[src/rtl/dl_pkg.sv]
package dl_pkg;
  typedef enum logic [2:0] {
    OP_NOP    = 3'd0,
    OP_SET    = 3'd1,
    OP_WAIT   = 3'd2,
    OP_ARM    = 3'd3,
    OP_DISARM = 3'd4,
    OP_BREXP  = 3'd5,
    OP_EXACT  = 3'd6
  } dl_op_e;
endpackage

[src/rtl/dl_timebase.sv]
module dl_timebase #(
  parameter int TW = 64
) (
  input  logic          clk,
  input  logic          rst,
  output logic [TW-1:0] now
);
  always_ff @(posedge clk) begin
    if (rst) now <= '0;
    else     now <= now + TW'(1);
  end

  assert_time_step_R1: assert property (@(posedge clk) disable iff (rst)
    !$past(rst) |-> now == $past(now) + TW'(1));
endmodule

[src/rtl/dl_regfile.sv]
module dl_regfile #(
  parameter int TW   = 64,
  parameter int NREG = 8,
  localparam int IW  = $clog2(NREG)
) (
  input  logic            clk,
  input  logic            rst,
  input  logic            we,
  input  logic [IW-1:0]   wr_idx,
  input  logic [TW-1:0]   wr_val,
  input  logic [TW-1:0]   now,
  input  logic [IW-1:0]   rd_idx,
  output logic [TW-1:0]   rd_val,
  output logic [NREG-1:0] expired
);
  logic [TW-1:0] dl_q [NREG];

  for (genvar g = 0; g < NREG; g++) begin : g_slot
    always_ff @(posedge clk) begin
      if (rst)                            dl_q[g] <= '0;
      else if (we && wr_idx == IW'(g))    dl_q[g] <= wr_val;
    end
    assign expired[g] = (now >= dl_q[g]);
  end

  assign rd_val = dl_q[rd_idx];

  assert_set_loads_R2: assert property (@(posedge clk) disable iff (rst)
    we |=> dl_q[$past(wr_idx)] == $past(wr_val));
endmodule

[src/rtl/dl_exc.sv]
module dl_exc #(
  parameter int NREG = 8,
  localparam int IW  = $clog2(NREG)
) (
  input  logic            clk,
  input  logic            rst,
  input  logic            arm_en,
  input  logic            disarm_en,
  input  logic [IW-1:0]   sel_idx,
  input  logic [NREG-1:0] expired,
  input  logic            exc_ack,
  output logic            exc_req,
  output logic [IW-1:0]   exc_idx
);
  logic [NREG-1:0] arm_q, pend_q, arm_d, pend_d;

  always_comb begin
    exc_idx = '0;
    for (int i = NREG - 1; i >= 0; i--)
      if (pend_q[i]) exc_idx = IW'(i);
  end
  assign exc_req = |pend_q;

  always_comb begin
    arm_d  = arm_q;
    pend_d = pend_q | (arm_q & expired);
    if (arm_en) arm_d[sel_idx] = 1'b1;
    if (disarm_en) begin
      arm_d[sel_idx]  = 1'b0;
      pend_d[sel_idx] = 1'b0;
    end
    if (exc_ack && exc_req) begin
      arm_d[exc_idx]  = 1'b0;
      pend_d[exc_idx] = 1'b0;
    end
  end

  always_ff @(posedge clk) begin
    if (rst) begin
      arm_q  <= '0;
      pend_q <= '0;
    end else begin
      arm_q  <= arm_d;
      pend_q <= pend_d;
    end
  end

  assert_hold_until_ack_R8: assert property (@(posedge clk) disable iff (rst)
    (exc_req && !exc_ack && !disarm_en) |=> exc_req);
  assert_ack_clears_R8: assert property (@(posedge clk) disable iff (rst)
    (exc_ack && exc_req) |=> !pend_q[$past(exc_idx)] && !arm_q[$past(exc_idx)]);
  assert_disarm_clears_R7: assert property (@(posedge clk) disable iff (rst)
    disarm_en |=> !pend_q[$past(sel_idx)] && !arm_q[$past(sel_idx)]);
endmodule

[src/rtl/dl_timer_unit.sv]
module dl_timer_unit #(
  parameter int TW   = 64,
  parameter int NREG = 8,
  localparam int IW  = $clog2(NREG)
) (
  input  logic          clk,
  input  logic          rst,
  input  logic          op_valid,
  input  logic [2:0]    op_code,
  input  logic [IW-1:0] op_reg,
  input  logic [TW-1:0] op_offset,
  input  logic          exc_ack,
  output logic          stall,
  output logic          br_taken,
  output logic          exc_req,
  output logic [IW-1:0] exc_idx
);
  import dl_pkg::*;

  dl_op_e          op;
  logic [TW-1:0]   now, rd_val;
  logic [NREG-1:0] expired;
  logic            before_dl, is_wait;

  assign op        = dl_op_e'(op_code);
  assign before_dl = now < rd_val;
  assign is_wait   = op_valid && (op == OP_WAIT || op == OP_EXACT);
  assign stall     = is_wait && before_dl;
  assign br_taken  = op_valid && op == OP_BREXP && !before_dl;

  dl_timebase #(.TW(TW)) u_time (
    .clk(clk), .rst(rst), .now(now)
  );

  dl_regfile #(.TW(TW), .NREG(NREG)) u_regs (
    .clk(clk), .rst(rst),
    .we(op_valid && op == OP_SET), .wr_idx(op_reg), .wr_val(now + op_offset),
    .now(now), .rd_idx(op_reg), .rd_val(rd_val), .expired(expired)
  );

  dl_exc #(.NREG(NREG)) u_exc (
    .clk(clk), .rst(rst),
    .arm_en(op_valid && op == OP_ARM), .disarm_en(op_valid && op == OP_DISARM),
    .sel_idx(op_reg), .expired(expired), .exc_ack(exc_ack),
    .exc_req(exc_req), .exc_idx(exc_idx)
  );

  assert_wait_done_R3: assert property (@(posedge clk) disable iff (rst)
    (is_wait && !stall) |-> expired[op_reg]);
  assert_branch_expired_R5: assert property (@(posedge clk) disable iff (rst)
    br_taken |-> expired[op_reg]);
endmodule

[config.mk]
export PLATFORM = sky130hd
export DESIGN_NAME = dl_timer_unit
export DESIGN_NICKNAME = d
export VERILOG_FILES = /design/src/rtl/dl_pkg.sv /design/src/rtl/dl_timebase.sv /design/src/rtl/dl_regfile.sv /design/src/rtl/dl_exc.sv /design/src/rtl/dl_timer_unit.sv
export SDC_FILE = /design/constraint.sdc
export NUM_CORES = 2
export LEC_CHECK = 0
export BUFFER_PORTS_ARGS = -buffer_cell sky130_fd_sc_hd__buf_2
export CAP_MARGIN = 30
export CORE_ASPECT_RATIO = 1.1
export CORE_MARGIN = 4
export CORE_UTILIZATION = 58
export DETAILED_ROUTE_END_ITERATION = 16
export PLACE_DENSITY = 0.74
export REMOVE_ABC_BUFFERS = 1
export SYNTH_ARGS = -nofsm -noshare
export SYNTH_HDL_FRONTEND = slang
export SYNTH_SLANG_ARGS = --single-unit
[constraint.sdc]
create_clock -name clk -period 13.8 [get_ports clk]
set_input_delay 2.76 -clock clk [delete_from_list [all_inputs] [get_ports clk]]
set_output_delay 2.76 -clock clk [all_outputs]
set_load 0.01 [all_outputs]
==> out/qor.yml <==
status:
  status: "completed"
power:
  p_total_mw: 4.350
  power_density_nw_per_um2: 92.76
  p_leak_nw: 21.96
  ir_drop_mv: 0.08206
clock_tree:
  cts_root_buffer: "clkbuf_16"
  clock_path_buffers: 3
  clk_latency_ns: 0.62
  cts_tree: "done"
  numCtsBuffers: 68
  cts_sinks: 592
  cts_hold_buf: 0
  path_clk_slew_ns: 0.06
  cts_resized: 0
  post-cts-setup-buffer-count: 0
  h-tree-depth: 3
critical_path:
  worstPathMaxFanout: 57
  rr_worst_depth: 10
  arrival_ns: 7.97
  worstSetupPathType: "input pin to output pin"
  critPathCaptureType: "output pin"
  reg2reg_setup_slack_ns: 8.90
  r2r_start: "u_time.now[24]"
  critPathLaunchType: "input pin"
  rr_endpoint: "u_regs.dl_q[7][58]"
  crit_required_ns: 11.04
finish:
  syn_to_final_growth_pct: 9.675
  utilization_pct: 64.12
  drive_gt1_share_pct: 10.33
  design_area_um2: 46890
  final_nets: 5027
route:
  via_per_inst: 6.567
  ant_nets: 0
  drt_iter0_markers: 4519
  drt-pass1-iter-count: 6
  drcViolationCount: 0
  routed_wl_mm: 142.4
  wl_per_cell_um: 26.75
  vias: 34950
logic_synthesis:
  synth-seq-cells: 592
  netlist_instances: 4207
  synth_edf_count: 512
  ys_async_sr_fraction_pct: 0
  ys_seq_area_share_pct: 39.71
  syn_area_um2: 42750
  yosysUniqueCellTypes: 91
  ys.warnings.count: 0
  ys.flop_type: "edfxtp_1"
  syn_area_per_cell_um2: 10.16
run:
  cap_viol_max_count: 0
timing:
  hold_slack_ns: 0.4800
  setup_violations: 0
  finalClockSkew_ns: 0.02911
  rsz0062_at_grt: "no"
  fmax_ghz: 0.09317
  final_hold_viol_count: 0
  setup-tns-final_ns: 0
  post-route-period-util_pct: 77.78
  fin_crit_ns: 10.73
  slew_violations: 0
  worst_pin_slew_ns: 1.048
  slew_headroom_pct: 28.34
worst_hold_path:
  min_from: "u_exc.arm_q[4]"
  min_to: "u_exc.arm_q[4]"
  min_path_type: "register to register"
  hold_path_depth: 2
floorplanning:
  ios: 80
  core-area_um2: 73130
  die_area_um2: 78130
  die_x_um: 266.9
  placementRows: 104
  initial_core_util_pct: 58.46
  die_y_um: 292.8
global_route:
  grt_pass1_wl_mm: 211.6
  overflow: 0
  grt_use_total_pct: 36.15
  grt_max_degree: 58
  grt_pass1_vias: 34210
  antenna_found_initial: 1
placed_design:
  portBuffers: 79
  place.gp.congestion: 1.009
  dp_hpwl_mm: 101.4
  place_area_um2: 44590
-- cell usage in the layout (no fill, tap or decap), types with 24 or more instances in the layout --
master     synthesis  layout
a211oi_1          24      24
a21o_1           198     190
a21oi_1          260     260
buf_2              9      80
buf_4              5      73
clkbuf_16          0      71
dfxtp_1           80      80
edfxtp_1         512     512
ha_1             639     639
inv_1            532     532
mux2i_1           64      64
mux4_2           128     128
nand2_1          153     145
nand2b_1          37      37
nand3_1           59      59
nand4_1          138     138
nor2_1           661     661
nor2b_1           49      49
nor3_1            45      45
o21ai_0          140     140
xnor2_1           38      38
xor2_1            69      69
-- report_power, final --
| group | internal (mW) | switching (mW) | leakage (nW) |
|---|---|---|---|
| registers | 2.00 | 0.0446 | 5.93 |
| logic | 0.157 | 0.273 | 14.9 |
| clock network | 1.09 | 0.783 | 1.10 |
| total | 3.25 | 1.10 | 22.0 |
-- cells in the mapped netlist (4+ instances only) --
| master | number | area, µm² |
|---|---|---|
| nor2_1 | 661 | 2481 |
| ha_1 | 639 | 7995 |
| inv_1 | 532 | 1997 |
| edfxtp_1 | 512 | 15370 |
| a21oi_1 | 260 | 1301 |
| a21o_1 | 198 | 1486 |
| nand2_1 | 153 | 574.3 |
| o21ai_0 | 140 | 700.7 |
| nand4_1 | 138 | 863.3 |
| mux4_2 | 128 | 2883 |
| clkbuf_1 | 89 | 334.1 |
| dfxtp_1 | 80 | 1602 |
| xor2_1 | 69 | 604.3 |
| mux2i_1 | 64 | 640.6 |
| nand3_1 | 59 | 295.3 |
| nor2b_1 | 49 | 306.5 |
| nor3_1 | 45 | 225.2 |
| xnor2_1 | 38 | 332.8 |
| nand2b_1 | 37 | 231.5 |
| a211oi_1 | 24 | 180.2 |
| nor4_1 | 20 | 125.1 |
| buf_1 | 19 | 71.32 |
| and3_1 | 16 | 100.1 |
| o21a_1 | 16 | 120.1 |
| o21bai_1 | 16 | 120.1 |
| a31oi_1 | 14 | 87.58 |
| o211ai_1 | 13 | 97.59 |
| or3_1 | 13 | 81.33 |
| a2111oi_0 | 12 | 105.1 |
| and4_1 | 9 | 78.83 |
| buf_2 | 9 | 45.04 |
| o21ai_1 | 9 | 45.04 |
| a211o_1 | 6 | 52.55 |
| a221oi_1 | 6 | 52.55 |
| o31ai_1 | 6 | 45.04 |
| or4_1 | 6 | 45.04 |
| a21oi_2 | 5 | 43.79 |
| buf_4 | 5 | 37.54 |
| nor3b_1 | 5 | 37.54 |
| xnor2_2 | 5 | 81.33 |
| a221o_1 | 4 | 40.04 |
| and2_1 | 4 | 25.02 |
| nor3_2 | 4 | 40.04 |
| or2_2 | 4 | 25.02 |
-- worst max path at each step --
stage	startpoint	end	slack [ns]	cells past startpoint
after floorplan	op_reg[1]	stall	5.48	13
after global placement	op_reg[0]	stall	2.86	16
after detailed placement	op_reg[0]	br_taken	3.12	15
after CTS	op_reg[0]	br_taken	3.09	15
after global routing	op_reg[0]	stall	2.79	17
final	op_reg[0]	br_taken	3.07	15
-- metrics by stage --
| step | setup WS, ns | instances |
|---|---|---|
| floorplan | 5.481 | 4084 |
| global placement | 2.859 | 5186 |
| detailed placement | 3.122 | 5194 |
| CTS | 3.090 | 5318 |
| global route | 2.790 | 5321 |
| finish | 3.067 | 5323 |
-- sequential cells by signal, indices dropped and copies added, names as in the netlist --
signal and cells:
u_exc.arm_q 8, u_exc.pend_q 8, u_regs.dl_q 512, u_time.now 64
-- kinds of logic after synthesis --
logic type      share of synthesized area (%)
simple gates                            13.34
xor+xnor                                2.485
fa+ha+maj                               18.75
buf+inv                                 5.824
compound gates                          11.66
mux                                     8.241
flops                                   39.71
-- routing by layer --
layer	wire length [µm]	up-vias	GRT usage, %
met1	53130	16770	47.72
met2	63230	2264	56.04
met3	17050	508	8.039
li1	-	15410	-
met5	13	-	0
met4	8938	2	19.24
-- cell type report --
class | count | area (µm²)
Multi-Input combinational cell | 2960 | 23420
Tap cell | 954 | 1194
Clock inverter | 37 | 390.4
Fill cell | 5842 | 26240
Clock buffer | 87 | 1867
Sequential cell | 592 | 16980
Antenna cell | 2 | 5.005
Inverter | 532 | 1997
Timing Repair Buffer | 159 | 1041
-- worst max-delay path, stage by stage --
cell,delay [ns]
buf_8,0.43
buf_4,0.72
mux4_2,0.59
mux2i_1,0.15
ha_1,0.19
nand2_1,0.06
or3_1,0.43
a2111oi_0,0.37
and3_1,0.27
a2111oi_0,0.08
buf_1,0.17
o31a_1,0.37
o41ai_1,0.81
and4bb_1,0.29
buf_2,0.13
Note: power is estimated with default switching activity, not from simulation.
